===== config.mk =====
export PLATFORM = sky130hd
export DESIGN_NAME = ras_predictor
export DESIGN_NICKNAME = d
export VERILOG_FILES = /design/src/rtl/ras_pkg.sv /design/src/rtl/ras_classify.sv /design/src/rtl/ras_ptr.sv /design/src/rtl/ras_mem.sv /design/src/rtl/ras_predictor.sv
export SDC_FILE = /design/constraint.sdc
export NUM_CORES = 1
export LEC_CHECK = 0
export BUFFER_PORTS_ARGS = -buffer_cell sky130_fd_sc_hd__buf_2
export CAP_MARGIN = 20
export CORE_MARGIN = 1.5
export CORE_UTILIZATION = 60
export DETAILED_ROUTE_END_ITERATION = 7
export PLACE_DENSITY = 0.79
export SLEW_MARGIN = 20
export SYNTH_ARGS = -nofsm -noshare
export SYNTH_HDL_FRONTEND = slang
export SYNTH_SLANG_ARGS = --single-unit

===== constraint.sdc =====
create_clock -name clk -period 7.9 [get_ports clk]
set_input_delay 1.58 -clock clk [delete_from_list [all_inputs] [get_ports clk]]
set_output_delay 1.58 -clock clk [all_outputs]
set_load 0.02 [all_outputs]

===== src/rtl/ras_pkg.sv =====
`timescale 1ns/1ps
package ras_pkg;
  typedef struct packed {
    logic push;
    logic pop;
  } ras_op_t;
endpackage


===== src/rtl/ras_classify.sv =====
`timescale 1ns/1ps
module ras_classify
  import ras_pkg::*;
(
  input  logic    flow_en,
  input  logic    local_en,
  input  logic    flush,
  input  logic    is_call,
  input  logic    is_lr_setup,
  input  logic    ret_sp_load,
  input  logic    ret_lr_write,
  output ras_op_t op
);
  logic active;

  always_comb begin
    active  = flow_en && local_en && !flush;
    op.push = active && (is_call || is_lr_setup);
    op.pop  = active && (ret_sp_load || ret_lr_write);
  end
endmodule


===== src/rtl/ras_ptr.sv =====
`timescale 1ns/1ps
module ras_ptr
  import ras_pkg::*;
#(
  parameter int unsigned DEPTH = 8
) (
  input  logic                         clk,
  input  logic                         rst,
  input  logic                         flush,
  input  ras_op_t                      op,
  output logic [$clog2(DEPTH)-1:0]     rd_idx,
  output logic [$clog2(DEPTH)-1:0]     wr_idx,
  output logic                         wr_en,
  output logic                         rd_en,
  output logic                         empty
);
  localparam int unsigned PTR_W = $clog2(DEPTH);
  localparam int unsigned CNT_W = $clog2(DEPTH + 1);
  localparam logic [CNT_W-1:0] FULL = CNT_W'(DEPTH);

  logic [PTR_W-1:0] top;
  logic [CNT_W-1:0] count;
  logic             replace;

  always_comb begin
    empty   = (count == '0);
    replace = op.push && op.pop && !empty;
    rd_idx  = top;
    rd_en   = op.pop && !empty;
    wr_en   = op.push;
    wr_idx  = replace ? top : top + 1'b1;
  end

  always_ff @(posedge clk) begin
    if (rst || flush) begin
      top   <= '0;
      count <= '0;
    end else if (replace) begin
      top   <= top;
    end else if (op.push) begin
      top <= top + 1'b1;
      if (count != FULL) count <= count + 1'b1;
    end else if (op.pop && !empty) begin
      top   <= top - 1'b1;
      count <= count - 1'b1;
    end
  end

  AST_COUNT_BOUND: assert property (@(posedge clk) disable iff (rst)
    count <= FULL);
  AST_FLUSH_CLEARS: assert property (@(posedge clk) disable iff (rst)
    flush |=> (count == '0));
  AST_PUSH_GROWS: assert property (@(posedge clk) disable iff (rst)
    (op.push && !op.pop && count != FULL && !flush) |=> (count == $past(count) + 1'b1));
  AST_POP_SHRINKS: assert property (@(posedge clk) disable iff (rst)
    (op.pop && !op.push && !empty && !flush) |=> (count == $past(count) - 1'b1));
  AST_FULL_SATURATES: assert property (@(posedge clk) disable iff (rst)
    (op.push && count == FULL && !flush) |=> (count == FULL));
endmodule


===== src/rtl/ras_mem.sv =====
`timescale 1ns/1ps
module ras_mem #(
  parameter int unsigned DEPTH  = 8,
  parameter int unsigned ADDR_W = 32
) (
  input  logic                     clk,
  input  logic                     rst,
  input  logic                     wr_en,
  input  logic [$clog2(DEPTH)-1:0] wr_idx,
  input  logic [ADDR_W-1:0]        wr_data,
  input  logic                     rd_en,
  input  logic [$clog2(DEPTH)-1:0] rd_idx,
  output logic [ADDR_W-1:0]        rd_data
);
  logic [ADDR_W-1:0] mem [DEPTH];

  always_ff @(posedge clk) begin
    if (wr_en) mem[wr_idx] <= wr_data;
  end

  always_ff @(posedge clk) begin
    if (rst) rd_data <= '0;
    else if (rd_en) rd_data <= mem[rd_idx];
  end
endmodule


===== src/rtl/ras_predictor.sv =====
`timescale 1ns/1ps
module ras_predictor
  import ras_pkg::*;
#(
  parameter int unsigned DEPTH  = 8,
  parameter int unsigned ADDR_W = 32
) (
  input  logic              clk,
  input  logic              rst,
  input  logic              flow_en_i,
  input  logic              ras_en_i,
  input  logic              flush_i,
  input  logic              is_call_i,
  input  logic              is_lr_setup_i,
  input  logic              ret_sp_load_i,
  input  logic              ret_lr_write_i,
  input  logic [ADDR_W-1:0] push_addr_i,
  output logic              pred_valid_o,
  output logic [ADDR_W-1:0] pred_addr_o
);
  localparam int unsigned PTR_W = $clog2(DEPTH);

  ras_op_t          op;
  logic [PTR_W-1:0] rd_idx;
  logic [PTR_W-1:0] wr_idx;
  logic             wr_en;
  logic             rd_en;
  logic             empty;

  ras_classify u_classify (
    .flow_en      (flow_en_i),
    .local_en     (ras_en_i),
    .flush        (flush_i),
    .is_call      (is_call_i),
    .is_lr_setup  (is_lr_setup_i),
    .ret_sp_load  (ret_sp_load_i),
    .ret_lr_write (ret_lr_write_i),
    .op           (op)
  );

  ras_ptr #(.DEPTH(DEPTH)) u_ptr (
    .clk    (clk),
    .rst    (rst),
    .flush  (flush_i),
    .op     (op),
    .rd_idx (rd_idx),
    .wr_idx (wr_idx),
    .wr_en  (wr_en),
    .rd_en  (rd_en),
    .empty  (empty)
  );

  ras_mem #(.DEPTH(DEPTH), .ADDR_W(ADDR_W)) u_mem (
    .clk     (clk),
    .rst     (rst),
    .wr_en   (wr_en),
    .wr_idx  (wr_idx),
    .wr_data (push_addr_i),
    .rd_en   (rd_en),
    .rd_idx  (rd_idx),
    .rd_data (pred_addr_o)
  );

  always_ff @(posedge clk) begin
    if (rst) pred_valid_o <= 1'b0;
    else     pred_valid_o <= rd_en;
  end

  AST_GATED_OFF: assert property (@(posedge clk) disable iff (rst)
    !(flow_en_i && ras_en_i) |=> !pred_valid_o);
  AST_UNDERFLOW_SILENT: assert property (@(posedge clk) disable iff (rst)
    empty |=> !pred_valid_o);
  AST_NO_RET_NO_PRED: assert property (@(posedge clk) disable iff (rst)
    !(ret_sp_load_i || ret_lr_write_i) |=> !pred_valid_o);
  AST_FLUSH_NO_PRED: assert property (@(posedge clk) disable iff (rst)
    flush_i |=> !pred_valid_o);
endmodule


# Word level (Yosys, flattened, before mapping)

Memories as Yosys holds them, arrays and structs flattened. A register that Yosys moved wholly into a read port is not among the register bits.
Index checks and enable logic that the tools add are counted.

Word-level logic and storage cells: 35
Memories kept: 1
Bits in registers: 8
Bits in writable memories: 256
Input bits: 41

Memory list:

| name      | depth | bits a word | read ports | clocked after Yosys merged registers in | write ports | line          | source |
|---|---|---|---|---|---|---|---|
| u_mem.mem | 8     | 32          | 1          | 1                                       | 1           | ras_mem.sv:15 | `logic [ADDR_W-1:0] mem [DEPTH];` |

Add/sub/neg operators: 4
Bitwise operators: 1
Reduce and logical (&&, ||, !) cells: 16
Muxes and demuxes: 8
Equal/unequal tests: 2

Operators by type and width:

| cell                  | count |
|---|---|
| $mux W4               | 3 |
| $mux W3               | 3 |
| $logic_and A1 B1 Y1   | 7 |
| $add A4 B1 Y4 const B | 1 |
| $logic_not A4 Y1      | 1 |
| $ne A4 B4 Y1 const B  | 1 |
| $sub A4 B1 Y4 const B | 1 |
| $add A3 B1 Y3 const B | 1 |
| $logic_or A1 B1 Y1    | 3 |
| $reduce_and A3 Y1     | 1 |
| $sub A3 B1 Y3 const B | 1 |
| $logic_not A1 Y1      | 2 |
| $mux W1               | 2 |
| $ne A2 B2 Y1 const B  | 1 |
| $reduce_and A2 Y1     | 1 |
| $reduce_bool A2 Y1    | 1 |
| $not A1 Y1            | 1 |

# Depth between registers and ports, before layout

Gate-level depths: netlist of run 1.

Word-level depth: 7
Gate-level depth with buffers: 9
Gate-level depth less buffers: 9

# Cells and area by module

Synthesis of run 1 repeated with hierarchy kept, for this count alone.

Cells, all modules: 671
Area total of the unflattened synthesis: 11,602.4 sq um

By module, submodules not included:

| module        | area an instance (sq um) | cells each | sequential area each (sq um) | times used |
|---|---|---|---|---|
| ras_mem       | 10,958.0                 | 598        | 8,328.0                      | 1 |
| ras_ptr       | 575.6                    | 66         | 140.1                        | 1 |
| ras_classify  | 35.0                     | 5          | 0.0                          | 1 |
| ras_predictor | 33.8                     | 2          | 20.0                         | 1 |

# Least setup slack after synthesis of run 1

OpenSTA, ideal clock, no wires.

Path type: input to register
Start point: input flush_i
End point: memory u_mem.mem[7][0], enable pin
Data required time: 7.439 ns
Arrival: 4.794 ns
Setup slack: 2.645 ns
Cell stages on the path: 6
Cells stage by stage: nand3b_4 or3_1 buf_6 mux2i_1 a2bb2oi_1 nor3_1

Longest elaborated chain between the ends: 6
Elaborated cells between the ends (all ways): 9
Classes of those cells: mux: 3; reduce/logical: 6

Ends and longest elaborated chain:

| item                                          | line                                   | source |
|---|---|---|
| from (decl)                                   | ras_predictor.sv:12                    | `input logic flush_i,` |
| $logic_not A1 Y1 (*)                          | ras_classify.sv:17                     | `active = flow_en && local_en && !flush;` |
| $logic_and A1 B1 Y1 (*)                       | ras_classify.sv:17                     |  |
| $logic_and A1 B1 Y1, on equally long branches | ras_classify.sv:18, ras_classify.sv:19 |  |
| $logic_and A1 B1 Y1 (2 in series)             | ras_ptr.sv:27                          | `replace = op.push && op.pop && !empty;` |
| $mux W3                                       | ras_ptr.sv:31                          | `wr_idx = replace ? top : top + 1'b1;` |
| to (decl)                                     | ras_mem.sv:15                          |  |

Every way passes the cells marked *; elsewhere a longest branch is shown, timed or not.

# Worst setup path in the final report of run 1

Start point: input ret_lr_write_i
End point: memory u_mem.mem[1][21], enable pin

Longest elaborated chain between the ends: 5

Ends and longest elaborated chain:

| item                              | line                | source |
|---|---|---|
| from (decl)                       | ras_predictor.sv:16 | `input logic ret_lr_write_i,` |
| $logic_or A1 B1 Y1                | ras_classify.sv:19  | `op.pop = active && (ret_sp_load \|\| ret_lr_write);` |
| $logic_and A1 B1 Y1               | ras_classify.sv:19  |  |
| $logic_and A1 B1 Y1 (2 in series) | ras_ptr.sv:27       |  |
| $mux W3                           | ras_ptr.sv:31       |  |

No other way between the ends.

==> results of run 1 <==
## power breakdown
part | total (W) | switching (W) | internal [W] | leakage (nW)
combinational | 0.0000880 | 0.0000548 | 0.0000332 | 1.13
sequential | 0.00171 | 0.00000574 | 0.00170 | 2.63
clock | 0.00143 | 0.000566 | 0.000866 | 0.483
total | 0.00323 | 0.000627 | 0.00260 | 4.25
## per-stage QoR
| stage | cell area (um^2) | cells | hold slack [ns] | setup slack (ns) | utilization |
|---|---|---|---|---|---|
| after floorplan | 11300 | 597 | 0.541 | 2.65 | - |
| after global placement | 11900 | 877 | 0.484 | 3.53 | 0.641 |
| after detailed placement | 11900 | 877 | 0.489 | 3.40 | 0.641 |
| after CTS | 12900 | 929 | 0.499 | 3.96 | 0.695 |
| after global routing | 13000 | 933 | 0.517 | 3.88 | 0.699 |
| final | 13000 | 934 | 0.496 | 4.03 | 0.699 |
## registers in the layout (all words and copies together), names as in the netlist
| signal | flops |
|---|---|
| u_ptr.count | 4 |
| pred_valid_o | 1 |
| u_ptr.rd_idx | 3 |
| u_mem.rd_data | 32 |
| u_mem.mem | 256 |
## layout by cell type, fill, tap and decap left out, drive strengths merged, types with 2 or more instances in the layout
master / n
clkinv: 11
edfxtp: 256
or2: 2
a21oi: 3
nor3: 5
dfxtp: 40
nor2b: 2
buf: 84
a21o: 2
o21ai: 3
ha: 4
a2bb2oi: 2
clkbuf: 31
a311oi: 32
mux2i: 4
inv: 6
a211oi: 2
clkinvlp: 3
xnor2: 6
bufinv: 6
nor3b: 2
nor2: 47
diode: 2
nand2: 65
mux4: 64
## per-layer routing
layer	global-route usage	up-vias
li1	-	2549
met1	0.311	3055
met2	0.387	205
met3	0.0417	61
met4	0.0859	0
met5	0	-
## worst min path at each step
| stage | start | endpoint | cells past startpoint |
|---|---|---|---|
| final | u_mem.rd_data[31]$_SDFFE_PP0P_ | u_mem.rd_data[31]$_SDFFE_PP0P_ | 2 |
| after global routing | u_mem.rd_data[31]$_SDFFE_PP0P_ | u_mem.rd_data[31]$_SDFFE_PP0P_ | 2 |
| after CTS | u_mem.rd_data[31]$_SDFFE_PP0P_ | u_mem.rd_data[31]$_SDFFE_PP0P_ | 2 |
| after detailed placement | u_mem.rd_data[16]$_SDFFE_PP0P_ | u_mem.rd_data[16]$_SDFFE_PP0P_ | 2 |
| after global placement | u_mem.rd_data[14]$_SDFFE_PP0P_ | u_mem.rd_data[14]$_SDFFE_PP0P_ | 2 |
| after floorplan | u_ptr.count[3]$_SDFFE_PP0P_ | u_ptr.count[3]$_SDFFE_PP0P_ | 3 |
## worst register-to-register path, cell delays in order, from the launching register on
cell     delay, ns
dfxtp_2       0.31
buf_4         0.73
inv_1         0.22
ha_1          0.40
mux2i_4       0.33
nand2_2       0.23
nor2_4        0.83
## cell families (layout without fill, tap and decap cells)
group / count (synthesis) / after routing / synth area share
DFF: 296 / 296 / 0.750
buffers and inverters: 40 / 141 / 0.0178
adders and majority gates: 6 / 6 / 0.00708
AOI/OAI and AO/OA: 51 / 51 / 0.0377
and+or+nand+nor: 129 / 129 / 0.0499
muxes: 68 / 68 / 0.132
other: 0 / 2 / 0
xor gates and xnor gates: 7 / 7 / 0.00542
## layout make-up
class / count / share of cell area
sequential: 296 / 0.654
tap: 234 / 0.0225
clock buffer: 31 / 0.0564
clock inverter: 21 / 0.0204
antenna: 2 / 0.000385
multi-input combinational: 261 / 0.207
timing repair buffer: 84 / 0.0385
inverter: 5 / 0.00144
==> flow_summary_export.csv, run 1 <==
group,metric,value,unit
outcome,status,"finished clean",
floorplan,start_util,0.609,
critical_path,critPathTopFamily,"simple AND/OR/NAND/NOR gates",
grt,grt_max_degree,68,
synth,synthesis.area,11300,um^2
synth,synth.area.top_cells,"edfxtp_1, mux4_2, dfxtp_1, a311oi_1, nand2_1",
clocking,insertion_delay,0.54,ns
critical_path,ff2ff_setup_slack,4.46,ns
critical_path,cpMaxStageDelayCell,"nor2_4",
critical_path,worstSetupStartpointType,"input port",
grt,antenna_found_initial,2,
cells_and_area,multiInputGateArea,2680,um^2
clocking,root_buffer,"clkbuf_16",
critical_path,path_buf_inv,1,
floorplan,dieArea,19700,um^2
synth,async_reset_ff_frac,0,
grt,grtUsageTotal,0.232,
floorplan,io-pin-count,74,
floorplan,row_count,50,
critical_path,critPathArrivalTime,4.02,ns
power,cellPowerDensity,249,nW/um^2
critical_path,path_cells,"buf_2 -> nor2_1 -> or3_1 -> mux2i_4 -> nand2_2 -> nor2_4",
critical_path,critPathLaunch,"ret_lr_write_i",
synth,synth_area_per_cell,19.0,um^2
job,maxCapViolCount,0,
synth,ys_types,46,
clocking,cts_buffer_depth,3,
sta,setup-violations-final,0,
synth,synth_top_cell_by_area,"edfxtp_1",
routing,firstDrtPassIters,4,
placed_design,place_congestion,0.845,
grt,grt_pass1_vias,6113,
sta,finalCritPeriodShare,0.490,
synth,synth-edff-count,256,
critical_path,worstSetupEndpoint,"u_mem.mem[1][21]$_DFFE_PP_",
synth,synth_top_area_frac,0.679,
routing,routed_wirelength,22.1,mm
power,p_leak,4.25,nW
routing,wl_met1,9.02,mm
critical_path,r2r_end,"u_mem.mem[1][21]$_DFFE_PP_",
cells_and_area,syn_to_final_growth,14.8,%
power,ir_drop,212,uV
clocking,h-tree-depth,1,
routing,wire_per_inst,23.6,um
clocking,clkTransAtPathRegs,0.06,ns
worst_hold_path,hold_path.class,"flop to flop",
sta,slew_headroom,0.300,
critical_path,timing.rr.start,"u_ptr.rd_idx[1]$_SDFFE_PP0P_",
synth,ys_warn_count,0,
routing,met3_length,1.25,mm
clocking,cts_hold_buf,0,
clocking,ctsResizeCount,0,
floorplan,die_h,140,um
grt,grt_pass1_wl,34.4,mm
clocking,clock-sinks,296,
sta,worst_slew_pin_slew,1.05,ns
routing,vias,5870,
cells_and_area,fillerInstances,1110,
critical_path,critPathMaxStageDelay,0.83,ns
power,power,0.00323,W
synth,synth_ff_type,"edfxtp_1",
sta,period_minus_slack,3.87,ns
clocking,cts_setup_buffers,0,
critical_path,crit_type,"input port to flop",
cells_and_area,regArea,8490,um^2
synth,synth.net_count,643,
critical_path,r2r_cells,6,
grt,gr-total-overflow,0,
routing,ant_nets,0,
routing,top_layer_used,"met4",
sta,fmax,0.258,GHz
synth,synth_commonest_cells,"edfxtp_1, mux4_2, nand2_1",
routing,drt_iter0_drc,455,
floorplan,coreArea,18600,um^2
placed_design,portBuffers,73,
sta,rsz0062_at_grt,"false",
critical_path,crit_fanout,32,
critical_path,cp-end-kind,"flop",
sta,skew,0.0125,ns
synth,ys_seq_area_frac,0.750,
synth,netlist_instances,597,
cells_and_area,drive_gt1_frac,0.308,
critical_path,cp.required,8.05,ns
placed_design,dp_hpwl,11.6,mm
routing,drc_errors,0,
cells_and_area,fin_nets,722,
critical_path,worst-path-stages,6,
sta,maxSlewViolCount,0,
sta,timing.setup.tns,0,ns
clocking,cts_tree,"done",
routing,viasPerCell,6.28,
synth,synth_most_common_cell,"edfxtp_1",
floorplan,die_x,140,um
synth,ys_ff_latch,296,
clocking,cts_buffers,28,
sta,final-hold-violation-count,0,
routing,wl_met2,11.1,mm
Note: power is estimated with default switching activity, not from simulation.
==> run 2: changes to the inputs <==
--- a/config.mk
+++ b/config.mk
@@ -5,6 +5,7 @@
 export SDC_FILE = /design/constraint.sdc
 export NUM_CORES = 1
 export LEC_CHECK = 0
+export ABC_AREA = 1
 export BUFFER_PORTS_ARGS = -buffer_cell sky130_fd_sc_hd__buf_2
 export CAP_MARGIN = 20
 export CORE_MARGIN = 1.5
==> constraint.sdc (replaced) <==
create_clock -name clk -period 3.71 [get_ports clk]
set_input_delay 0.742 -clock clk [delete_from_list [all_inputs] [get_ports clk]]
set_output_delay 0.742 -clock clk [all_outputs]
set_load 0.02 [all_outputs]
==> flow_summary_export.csv, run 2 <==
group,metric,value,unit
outcome,status,"finished clean",
cells_and_area,fin_nets,1051,
clocking,h-tree-depth,1,
synth,ys_warn_count,0,
floorplan,io-pin-count,74,
power,p_switching,0.00137,W
clocking,insertion_delay,0.55,ns
sta,setup-violations-final,0,
power,p_int,0.00547,W
placed_design,portBuffers,73,
sta,hold_ws,0.391,ns
routing,viasPerCell,5.77,
clocking,cts_setup_buffers,0,
grt,grtUsageTotal,0.242,
sta,rsz0062_at_grt,"false",
power,cellPowerDensity,514,nW/um^2
clocking,root_buffer,"clkbuf_16",
cells_and_area,largest_reg_flops,256,
synth,async_reset_ff_frac,0,
sta,fin_ws,1.05,ns
clocking,ctsResizeCount,0,
routing,ant_nets,0,
critical_path,worstSetupStartpointType,"flop",
synth,synth_most_common_cell,"edfxtp_1",
synth,synth-edff-count,256,
cells_and_area,final_common_cell,"edfxtp_1",
clocking,clock-sinks,296,
critical_path,critPathMaxStageDelay,0.70,ns
power,pwr-share-seq,0.533,
cells_and_area,regMostFlops,"u_mem.mem",
job,maxCapViolCount,0,
grt,grt_pass1_vias,7070,
clocking,cts_buffers,28,
power,p_leak,4.67,nW
cells_and_area,syn_to_final_growth,13.2,%
sta,slew_headroom,0.328,
sta,final-hold-violation-count,0,
routing,drt_iter0_drc,649,
synth,synth_top_cell_by_area,"edfxtp_1",
routing,drc_errors,0,
sta,finalCritPeriodShare,0.718,
clocking,cts_tree,"done",
critical_path,path_cells,"inv_1 -> ha_1 -> inv_1 -> nand2_1 -> o21ai_0 -> nand2_1 -> nor2_4 -> buf_12",
routing,vias,7452,
floorplan,coreArea,19300,um^2
floorplan,start_util,0.608,
critical_path,crit_fanout,56,
grt,grt_pass1_wl,37.8,mm
floorplan,die_h,143,um
routing,wire_per_inst,18.6,um
synth,synth.net_count,990,
sta,worst_slew_pin_slew,1.00,ns
synth,synth_ff_type,"edfxtp_1",
synth,ys_types,27,
worst_hold_path,hold_path.class,"input port to flop",
critical_path,cp.required,3.95,ns
grt,antenna_found_initial,0,
sta,skew,0.0144,ns
cells_and_area,mostFrequentLayoutCells,"edfxtp_1, o21ai_0, nor2_1",
synth,synthesis.area,11800,um^2
critical_path,r2r_cells,8,
routing,firstDrtPassIters,7,
routing,routed_wirelength,24.1,mm
sta,fmax,0.375,GHz
synth,synth.area.top_cells,"edfxtp_1, dfxtp_1, o21ai_0, nor2_1, o211ai_1",
placed_design,dp_hpwl,13.2,mm
clocking,cts_buffer_depth,3,
critical_path,cpMaxStageDelayCell,"dfxtp_4",
worst_hold_path,min_path_cells,2,
critical_path,cp-end-kind,"flop",
critical_path,crit_type,"flop to flop",
power,p_comb_frac,0.033,
synth,ys_seq_area_frac,0.722,
synth,synth_commonest_cells,"edfxtp_1, nor2_1, o21ai_0",
power,p_clk_frac,0.434,
critical_path,critPathArrivalTime,2.91,ns
clocking,clkTransAtPathRegs,0.06,ns
floorplan,dieArea,20400,um^2
sta,period_minus_slack,2.66,ns
synth,synth_area_per_cell,12.5,um^2
synth,netlist_instances,944,
placed_design,dp_slack,0.690,ns
floorplan,die_x,143,um
cells_and_area,drive_gt1_frac,0.169,
grt,gr-total-overflow,0,
synth,ys_ff_latch,296,
clocking,cts_hold_buf,0,
cells_and_area,reg_top3,"u_mem.mem (256), u_mem.rd_data (32), u_ptr.count (4)",
sta,timing.setup.tns,0,ns
grt,grt_max_degree,80,
power,ir_drop,360,uV
power,power,0.00684,W
synth,synth_top_area_frac,0.654,
cells_and_area,diodes,0,
floorplan,row_count,51,
sta,maxSlewViolCount,0,
placed_design,place_congestion,0.744,
cells_and_area,fillerInstances,1308,
power,swShare,0.200,
run 2: cell types whose count changed after synthesis, moves of 15 or more:
cell	change
a21oi_1	+54
a311oi_1	-32
clkbuf_1	+15
inv_1	+39
mux4_2	-64
nor2_1	+113
o211ai_1	+51
o21ai_0	+157
run 2: cells by family after synthesis:
kind of cell,after synthesis,synth area share
xor gates and xnor gates,3,0.00223
adders and majority gates,5,0.00596
buffers and inverters,104,0.0442
AOI/OAI and AO/OA,287,0.142
and+or+nand+nor,249,0.0839
DFF,296,0.722
run 2: power by group through the flow:
| stage | Combinational, W | Clock [W] | Sequential [W] |
|---|---|---|---|
| CTS | 0.000228 | 0.00299 | 0.00365 |
| global placement | 0.000219 | 0 | 0.00372 |
| floorplan | 0.000128 | 0 | 0.00372 |
| global route | 0.000255 | 0.00313 | 0.00365 |
| finish | 0.000227 | 0.00297 | 0.00365 |
| detailed placement | 0.000226 | 0 | 0.00372 |
run 2: through the flow:
step | utilization | cell area, um^2 | cells
5_1_grt | 0.688 | 13300 | 1292
6_report | 0.688 | 13300 | 1292
3_3_place_gp | 0.638 | 12300 | 1240
4_1_cts | 0.688 | 13300 | 1292
2_1_floorplan | - | 11800 | 944
3_5_place_dp | 0.638 | 12300 | 1240
run 2: cell type report:
cell class / count / area (um^2) / share of cell area
sequential: 296 / 8500 / 0.638
multi-input combinational: 544 / 2810 / 0.211
clock buffer: 40 / 796 / 0.0598
timing repair buffer: 91 / 526 / 0.0395
tap: 265 / 332 / 0.0249
clock inverter: 12 / 173 / 0.0130
inverter: 44 / 173 / 0.0130
run 2: per-layer routing:
| metal | track usage | wire length [um] |
|---|---|---|
| met5 | 0 | 0 |
| met4 | 0.0608 | 436 |
| met3 | 0.0386 | 1810 |
| met2 | 0.402 | 11800 |
| met1 | 0.338 | 10000 |
run 2: critical path, delay by kind of cell (launching register included):
| family | cells | cell delay (ns) |
|---|---|---|
| simple gates | 3 | 0.74 |
| flops | 1 | 0.70 |
| buf+inv | 3 | 0.48 |
| fa+ha+maj | 1 | 0.31 |
| compound gates | 1 | 0.11 |
run 2: worst paths after layout:
path | from | endpoint | slack [ns]
min | rst | pred_valid_o$_SDFF_PP0_ | 0.39
min reg2reg | u_mem.rd_data[29]$_SDFFE_PP0P_ | u_mem.rd_data[29]$_SDFFE_PP0P_ | 0.52
max | u_ptr.rd_idx[1]$_SDFFE_PP0P_ | u_mem.mem[5][6]$_DFFE_PP_ | 1.05
max reg2reg | u_ptr.rd_idx[1]$_SDFFE_PP0P_ | u_mem.mem[5][6]$_DFFE_PP_ | 1.05
